[src/rtl/xfb_pkg.sv]
package xfb_pkg;
  // States per machine cycle of the fetch bus
  localparam int unsigned STATES_PER_CYC = 6;

  // Strobe bundle handed from the strobe generator to the pins
  typedef struct packed {
    logic latch_en;
    logic rd_n;
    logic lo_oe;
  } xfb_strobe_t;
endpackage

[src/rtl/xfb_seq.sv]
module xfb_seq #(
  parameter int ADDR_W = 16,
  parameter int PH_W   = 4,
  parameter int LAST   = 11
) (
  input  logic              clk,
  input  logic              rst_n,
  input  logic              req_valid,
  input  logic [ADDR_W-1:0] req_addr,
  output logic              req_ready,
  output logic              busy_q,
  output logic              busy_d,
  output logic [PH_W-1:0]   phase_d,
  output logic [ADDR_W-1:0] addr_q
);
  localparam logic [PH_W-1:0] LAST_P = PH_W'(LAST);

  logic [PH_W-1:0]   phase_q;
  logic              accept;
  logic              addr_en;

  assign req_ready = ~busy_q;
  assign accept    = req_valid & ~busy_q;
  assign addr_en   = accept;

  always_comb begin
    busy_d  = busy_q;
    phase_d = phase_q;
    if (accept) begin
      busy_d  = 1'b1;
      phase_d = '0;
    end else if (busy_q) begin
      if (phase_q == LAST_P) begin
        busy_d  = 1'b0;
        phase_d = '0;
      end else begin
        phase_d = PH_W'(phase_q + 1'b1);
      end
    end
  end

  always_ff @(posedge clk or negedge rst_n) begin
    if (!rst_n) begin
      busy_q  <= 1'b0;
      phase_q <= '0;
    end else begin
      busy_q  <= busy_d;
      phase_q <= phase_d;
    end
  end

  always_ff @(posedge clk or negedge rst_n) begin
    if (!rst_n) begin
      addr_q <= '0;
    end else if (addr_en) begin
      addr_q <= req_addr;
    end
  end

  // once a cycle starts it runs to its last phase
  a_r9_cycle_runs: assert property (@(posedge clk) disable iff (!rst_n)
    (busy_q && (phase_q != LAST_P)) |=> busy_q);

  // the held address does not move inside a cycle
  a_r3_addr_held: assert property (@(posedge clk) disable iff (!rst_n)
    (busy_q && busy_d) |=> $stable(addr_q));
endmodule

[src/rtl/xfb_strobe.sv]
module xfb_strobe
  import xfb_pkg::*;
#(
  parameter int CPS  = 2,
  parameter int PH_W = 4
) (
  input  logic            clk,
  input  logic            rst_n,
  input  logic            busy_d,
  input  logic [PH_W-1:0] phase_d,
  output xfb_strobe_t     strb_q,
  output logic            sample_q
);
  // Phase boundaries derived from the state length
  localparam logic [PH_W-1:0] LATCH_END = PH_W'(CPS + CPS / 2);
  localparam logic [PH_W-1:0] ADDR_END  = PH_W'(2 * CPS);
  localparam logic [PH_W-1:0] RD_BEG    = PH_W'(3 * CPS);
  localparam logic [PH_W-1:0] RD_END    = PH_W'(5 * CPS);
  localparam logic [PH_W-1:0] RD_LAST   = PH_W'(5 * CPS - 1);

  xfb_strobe_t strb_d;
  logic        sample_d;

  always_comb begin
    strb_d.latch_en = busy_d && (phase_d < LATCH_END);
    strb_d.lo_oe    = busy_d && (phase_d < ADDR_END);
    strb_d.rd_n     = !(busy_d && (phase_d >= RD_BEG) && (phase_d < RD_END));
    sample_d        = busy_d && (phase_d == RD_LAST);
  end

  always_ff @(posedge clk or negedge rst_n) begin
    if (!rst_n) begin
      strb_q   <= '{latch_en: 1'b0, rd_n: 1'b1, lo_oe: 1'b0};
      sample_q <= 1'b0;
    end else begin
      strb_q   <= strb_d;
      sample_q <= sample_d;
    end
  end

  // strobe only after the latch enable has fallen
  a_r5_rd_after_latch: assert property (@(posedge clk) disable iff (!rst_n)
    !(strb_q.latch_en && !strb_q.rd_n));

  // lane released while the read strobe is active
  a_r4_lane_free_in_read: assert property (@(posedge clk) disable iff (!rst_n)
    !strb_q.rd_n |-> !strb_q.lo_oe);

  // capture point lies inside the strobe
  a_r6_sample_in_strobe: assert property (@(posedge clk) disable iff (!rst_n)
    sample_q |-> !strb_q.rd_n);
endmodule

[src/rtl/xfb_capture.sv]
module xfb_capture #(
  parameter int DATA_W = 8
) (
  input  logic              clk,
  input  logic              rst_n,
  input  logic              sample_en,
  input  logic              rd_n,
  input  logic [DATA_W-1:0] lane_in,
  output logic              rsp_valid,
  output logic [DATA_W-1:0] rsp_data
);
  always_ff @(posedge clk or negedge rst_n) begin
    if (!rst_n) begin
      rsp_valid <= 1'b0;
    end else begin
      rsp_valid <= sample_en;
    end
  end

  always_ff @(posedge clk or negedge rst_n) begin
    if (!rst_n) begin
      rsp_data <= '0;
    end else if (sample_en) begin
      rsp_data <= lane_in;
    end
  end

  // response is a single-clock pulse
  a_r6_rsp_single: assert property (@(posedge clk) disable iff (!rst_n)
    rsp_valid |=> !rsp_valid);

  // response follows a clock with the strobe active
  a_r6_rsp_after_strobe: assert property (@(posedge clk) disable iff (!rst_n)
    rsp_valid |-> $past(!rd_n));
endmodule

[src/rtl/xfb_decode.sv]
module xfb_decode (
  input  logic       clk,
  input  logic       rst_n,
  input  logic       busy,
  input  logic       a_sel,
  input  logic [1:0] a_reg,
  input  logic       rd_n,
  output logic       rom_sel_n,
  output logic       ram_sel,
  output logic       per_sel_n,
  output logic [1:0] per_reg
);
  always_comb begin
    rom_sel_n = !(busy && !a_sel);
    ram_sel   = busy && a_sel;
    per_sel_n = !(busy && !a_sel && rd_n);
    per_reg   = a_reg;
  end

  // ROM and RAM never selected together
  a_r7_rom_ram_excl: assert property (@(posedge clk) disable iff (!rst_n)
    !(!rom_sel_n && ram_sel));

  // peripheral is off while the program strobe is active
  a_r8_per_off_in_read: assert property (@(posedge clk) disable iff (!rst_n)
    !per_sel_n |-> rd_n);
endmodule

[src/rtl/xfetch_bus.sv]
module xfetch_bus
  import xfb_pkg::*;
#(
  parameter int ADDR_W  = 16,
  parameter int DATA_W  = 8,
  parameter int CPS     = 2,
  parameter int SEL_BIT = 13
) (
  input  logic              clk,
  input  logic              rst_n,
  input  logic              req_valid,
  input  logic [ADDR_W-1:0] req_addr,
  output logic              req_ready,
  output logic              rsp_valid,
  output logic [DATA_W-1:0] rsp_data,
  output logic [DATA_W-1:0] bus_lo_out,
  output logic              bus_lo_oe,
  input  logic [DATA_W-1:0] bus_lo_in,
  output logic [ADDR_W-DATA_W-1:0] bus_hi,
  output logic              adr_latch_en,
  output logic              prog_rd_n,
  output logic              rom_sel_n,
  output logic              ram_sel,
  output logic              per_sel_n,
  output logic [1:0]        per_reg
);
  localparam int CYC_CLKS = int'(STATES_PER_CYC) * CPS;
  localparam int PH_W     = $clog2(CYC_CLKS);
  localparam int HI_W     = ADDR_W - DATA_W;

  // Reset: asserted at once, released on the clock
  logic [1:0] rsync_q;
  logic       rst_int_n;

  always_ff @(posedge clk or negedge rst_n) begin
    if (!rst_n) rsync_q <= '0;
    else        rsync_q <= {rsync_q[0], 1'b1};
  end
  assign rst_int_n = rsync_q[1];

  logic              busy_q;
  logic              busy_d;
  logic [PH_W-1:0]   phase_d;
  logic [ADDR_W-1:0] addr_q;
  xfb_strobe_t       strb;
  logic              sample;

  xfb_seq #(.ADDR_W(ADDR_W), .PH_W(PH_W), .LAST(CYC_CLKS - 1)) seq_i (
    .clk       (clk),
    .rst_n     (rst_int_n),
    .req_valid (req_valid),
    .req_addr  (req_addr),
    .req_ready (req_ready),
    .busy_q    (busy_q),
    .busy_d    (busy_d),
    .phase_d   (phase_d),
    .addr_q    (addr_q)
  );

  xfb_strobe #(.CPS(CPS), .PH_W(PH_W)) strobe_i (
    .clk      (clk),
    .rst_n    (rst_int_n),
    .busy_d   (busy_d),
    .phase_d  (phase_d),
    .strb_q   (strb),
    .sample_q (sample)
  );

  xfb_capture #(.DATA_W(DATA_W)) capture_i (
    .clk       (clk),
    .rst_n     (rst_int_n),
    .sample_en (sample),
    .rd_n      (strb.rd_n),
    .lane_in   (bus_lo_in),
    .rsp_valid (rsp_valid),
    .rsp_data  (rsp_data)
  );

  xfb_decode decode_i (
    .clk       (clk),
    .rst_n     (rst_int_n),
    .busy      (busy_q),
    .a_sel     (addr_q[SEL_BIT]),
    .a_reg     (addr_q[2:1]),
    .rd_n      (strb.rd_n),
    .rom_sel_n (rom_sel_n),
    .ram_sel   (ram_sel),
    .per_sel_n (per_sel_n),
    .per_reg   (per_reg)
  );

  assign bus_lo_out   = addr_q[DATA_W-1:0];
  assign bus_lo_oe    = strb.lo_oe;
  assign bus_hi       = busy_q ? addr_q[ADDR_W-1:DATA_W] : {HI_W{1'b1}};
  assign adr_latch_en = strb.latch_en;
  assign prog_rd_n    = strb.rd_n;

  // lane driven when the latch enable falls
  a_r2_addr_at_latch: assert property (@(posedge clk) disable iff (!rst_int_n)
    $fell(adr_latch_en) |-> bus_lo_oe);
endmodule

[config.mk]
export PLATFORM = sky130hd
export DESIGN_NAME = xfetch_bus
export DESIGN_NICKNAME = d
export VERILOG_FILES = /design/src/rtl/xfb_pkg.sv /design/src/rtl/xfb_seq.sv /design/src/rtl/xfb_strobe.sv /design/src/rtl/xfb_capture.sv /design/src/rtl/xfb_decode.sv /design/src/rtl/xfetch_bus.sv
export SDC_FILE = /design/constraint.sdc
export NUM_CORES = 1
export LEC_CHECK = 0
export BUFFER_PORTS_ARGS = -buffer_cell sky130_fd_sc_hd__buf_4
export CAP_MARGIN = 10
export CORE_MARGIN = 4
export CORE_UTILIZATION = 44
export DETAILED_ROUTE_END_ITERATION = 10
export GPL_TIMING_DRIVEN = 0
export PLACE_DENSITY = 0.75
export SYNTH_ARGS = -nofsm -noshare
export SYNTH_HDL_FRONTEND = slang
export SYNTH_SLANG_ARGS = --single-unit
export TNS_END_PERCENT = 10
[constraint.sdc]
create_clock -name clk -period 1.1 [get_ports clk]
set_input_delay 0.165 -clock clk [delete_from_list [all_inputs] [get_ports clk]]
set_output_delay 0.165 -clock clk [all_outputs]
set_load 0.02 [all_outputs]
==> flow_metrics.tcl <==
set metrics [dict create \
    status "finished with violations" \
    failed_checks "setup timing" \
    wl_per_cell_um 17.1 \
    area_growth_syn_to_layout_pct 63.9 \
    hp-class "in -> reg" \
    end_kind "flop" \
    synth_warnings 0 \
    synth_edf_count 0 \
    core_region_area_um2 3470 \
    dpl_cell_area_um2 2210 \
    firstDrtPassIters 4 \
    num_vias 1299 \
    drive_above_1_share 0.679 \
    yosys.area_share.simple 0.126 \
    dp_hpwl_um 2800 \
    final_nets 239 \
    antenna_found_initial 0 \
    routed_wl_um 4400 \
    clk_path_buf_depth 2 \
    tightest_slew_ns 0.633 \
    synth_area_leaders "dfrtp_1 53%, mux2_2 16%, buf_4 5.0%, nand2b_1 2.7%, nand2_1 1.8%" \
    overflow 0 \
    fp-row-count 21 \
    synth_area_um2 1640 \
    path_clk_slew_ns 0.06 \
    drv_cap 0 \
    clk_latency_ns 0.28 \
    dieArea_um2 4770 \
    clock-root-buffer "clkbuf_8" \
    peakVddDrop_mv 1.37 \
    yosys_register_bits 36 \
    cts_tree "done" \
    ys_types 40 \
    synth_compound_area_frac 0.0534 \
    io_pins 61 \
    startpoint_type "flop" \
    min_period_over_period 1.36 \
    synthCells 134 \
    syn-num-nets 162 \
    grt_pass1_vias 1359 \
    holdWs_ns 0.103 \
    yosysSeqAreaShare 0.550 \
    yosysTopAreaCellShare 0.534 \
    nFillCells 196 \
    stdcell_area_um2 2690 \
    yosysMostFrequentCell "dfrtp_1" \
    fmax_mhz 667 \
    synth_area_per_cell_um2 12.3 \
    slew_headroom 0.578 \
    drv_slew 0 \
    leakage_nw 1.31 \
    portBuffers 60 \
    p_total_mw 8.80 \
    fin_skew_ns 0.00732 \
    finalHoldViolCount 0 \
    p_per_area_nw_per_um2 3270 \
    rsz0062_at_grt "true" \
    final_antenna_net_count 0 \
    die_h_um 69.1 \
    period_needed_ns 1.50 \
    yosys.area.top_type "dfrtp_1" \
    cts_sinks 36 \
    drcViolationCount 0 \
    grt_pass1_wl_um 6840 \
    start_util 0.473 \
    path_max_fanout 5 \
    grtUsageTotal 0.180 \
    vias_per_cell 5.03 \
    finalSetupViolCount 41 \
    synth_common_cells "35 x dfrtp_1, 24 x mux2_2, 11 x buf_4, 8 x nand2_1, 7 x nand2b_1" \
    die-width_um 69.1 \
    drt-initial-drc-count 27 \
    worst_slack_ns -0.399 \
    arrival_ns 1.70 \
    cp.required_ns 1.30 \
    antennaDiodeCount 0 \
    synth_top_family_by_area "multiplexers" \
    numCtsBuffers 5 \
    h-tree-depth 2 \
    synthXorXnorAreaFrac 0.0107 \
    synthMuxAreaShare 0.171 \
    grt_max_degree 22 \
    gp_congestion 0.912 \
    worstSetupPathType "reg -> reg" \
    synth-adder-area-share 0.00762 \
    synthArstFlopShare 1.00 \
    ys.flop_type "dfrtp_1" \
]
==> through the flow <==
stage	utilization	TNS, ns	cells	setup slack [ns]
after floorplan	-	-4.89	134	-0.338
after global placement	0.630	-18.17	240	-0.418
after detailed placement	0.638	-9.66	241	-0.454
after CTS	0.729	-8.86	255	-0.383
after global routing	0.776	-10.02	258	-0.454
final	0.776	-8.37	258	-0.399
==> layout make-up <==
cell class | instances | area (um2) | share of cell area
Timing Repair Buffer | 72 | 683 | 0.254
Buffer | 17 | 189 | 0.0702
Clock buffer | 8 | 90.1 | 0.0335
Sequential cell | 36 | 906 | 0.337
Inverter | 2 | 7.51 | 0.00279
Tap cell | 46 | 57.6 | 0.0214
Multi-Input combinational cell | 77 | 757 | 0.281
==> sequential cells by signal, summed over array words and instances (netlist names) <==
register	cells
seq_i.phase_q	4
strobe_i.strb_q	3
strobe_i.sample_q	1
capture_i.rsp_data	8
capture_i.rsp_valid	1
seq_i.busy_q	1
seq_i.addr_q	16
rsync_q	2
==> worst max-delay path: stages (launching register included) <==
cell	delay [ns]
dfrtp_2	0.44
or3b_4	0.44
a21oi_2	0.14
o21ai_1	0.07
or3_1	0.34
==> layout by cell type, fill, tap and decap left out, drive strengths merged, types with 2 or more instances in the layout <==
master	count
buf	85
dfrtp	35
mux2	24
clkbuf	11
nand2	9
nand2b	7
nor2	4
a21oi	3
inv	2
o21ai	2
nand3b	2
nand3	2
or2b	2
xnor2	2
==> where the power goes <==
group	switching, mW	internal (mW)	total (mW)
Sequential	0.435	1.95	2.39
Clock	0.422	0.510	0.932
Combinational	2.39	3.09	5.48
==> metal layers <==
| layer | global-route usage | part of all wire | up-vias |
|---|---|---|---|
| li1 | - | - | 601 |
| met1 | 0.202 | 0.39 | 626 |
| met2 | 0.308 | 0.50 | 60 |
| met3 | 0.0625 | 0.068 | 12 |
| met4 | 0.0803 | 0.037 | 0 |
| met5 | 0 | 0 | - |
==> worst paths after layout <==
kind                              start            endpoint  slack [ns]  cells after the start
setup / recovery           seq_i.busy_q  strobe_i.strb_q[1]       -0.40                      4
hold / removal                req_valid    seq_i.phase_q[2]        0.10                      2
setup reg to reg           seq_i.busy_q  strobe_i.strb_q[1]       -0.40                      4
hold reg to reg              rsync_q[1]     seq_i.addr_q[1]        0.27                      0
max in group asynchronous    rsync_q[1]  strobe_i.strb_q[1]        0.23                      1
min in group asynchronous         rst_n          rsync_q[0]        0.23                      2
==> kinds of logic after synthesis <==
group	count (synthesis)
AND/OR/NAND/NOR	35
buffers and inverters	21
AO/OA/AOI/OAI	13
flip-flops	36
adder cells (fa/ha/maj)	1
other	1
multiplexers	25
XOR/XNOR	2
==> what timing repair did <==
item | in CTS | in global routing
hold buffers | 1 | 0
endpoints found under the hold margin | 2 | 0
setup endpoints to repair | 55 | 47
pin swaps | 2 | 5
gates resized for setup | 48 | 30
cloned | 0 | 1
setup buffers | 5 | 4
No activity file was read; power rests on OpenSTA's default activity.
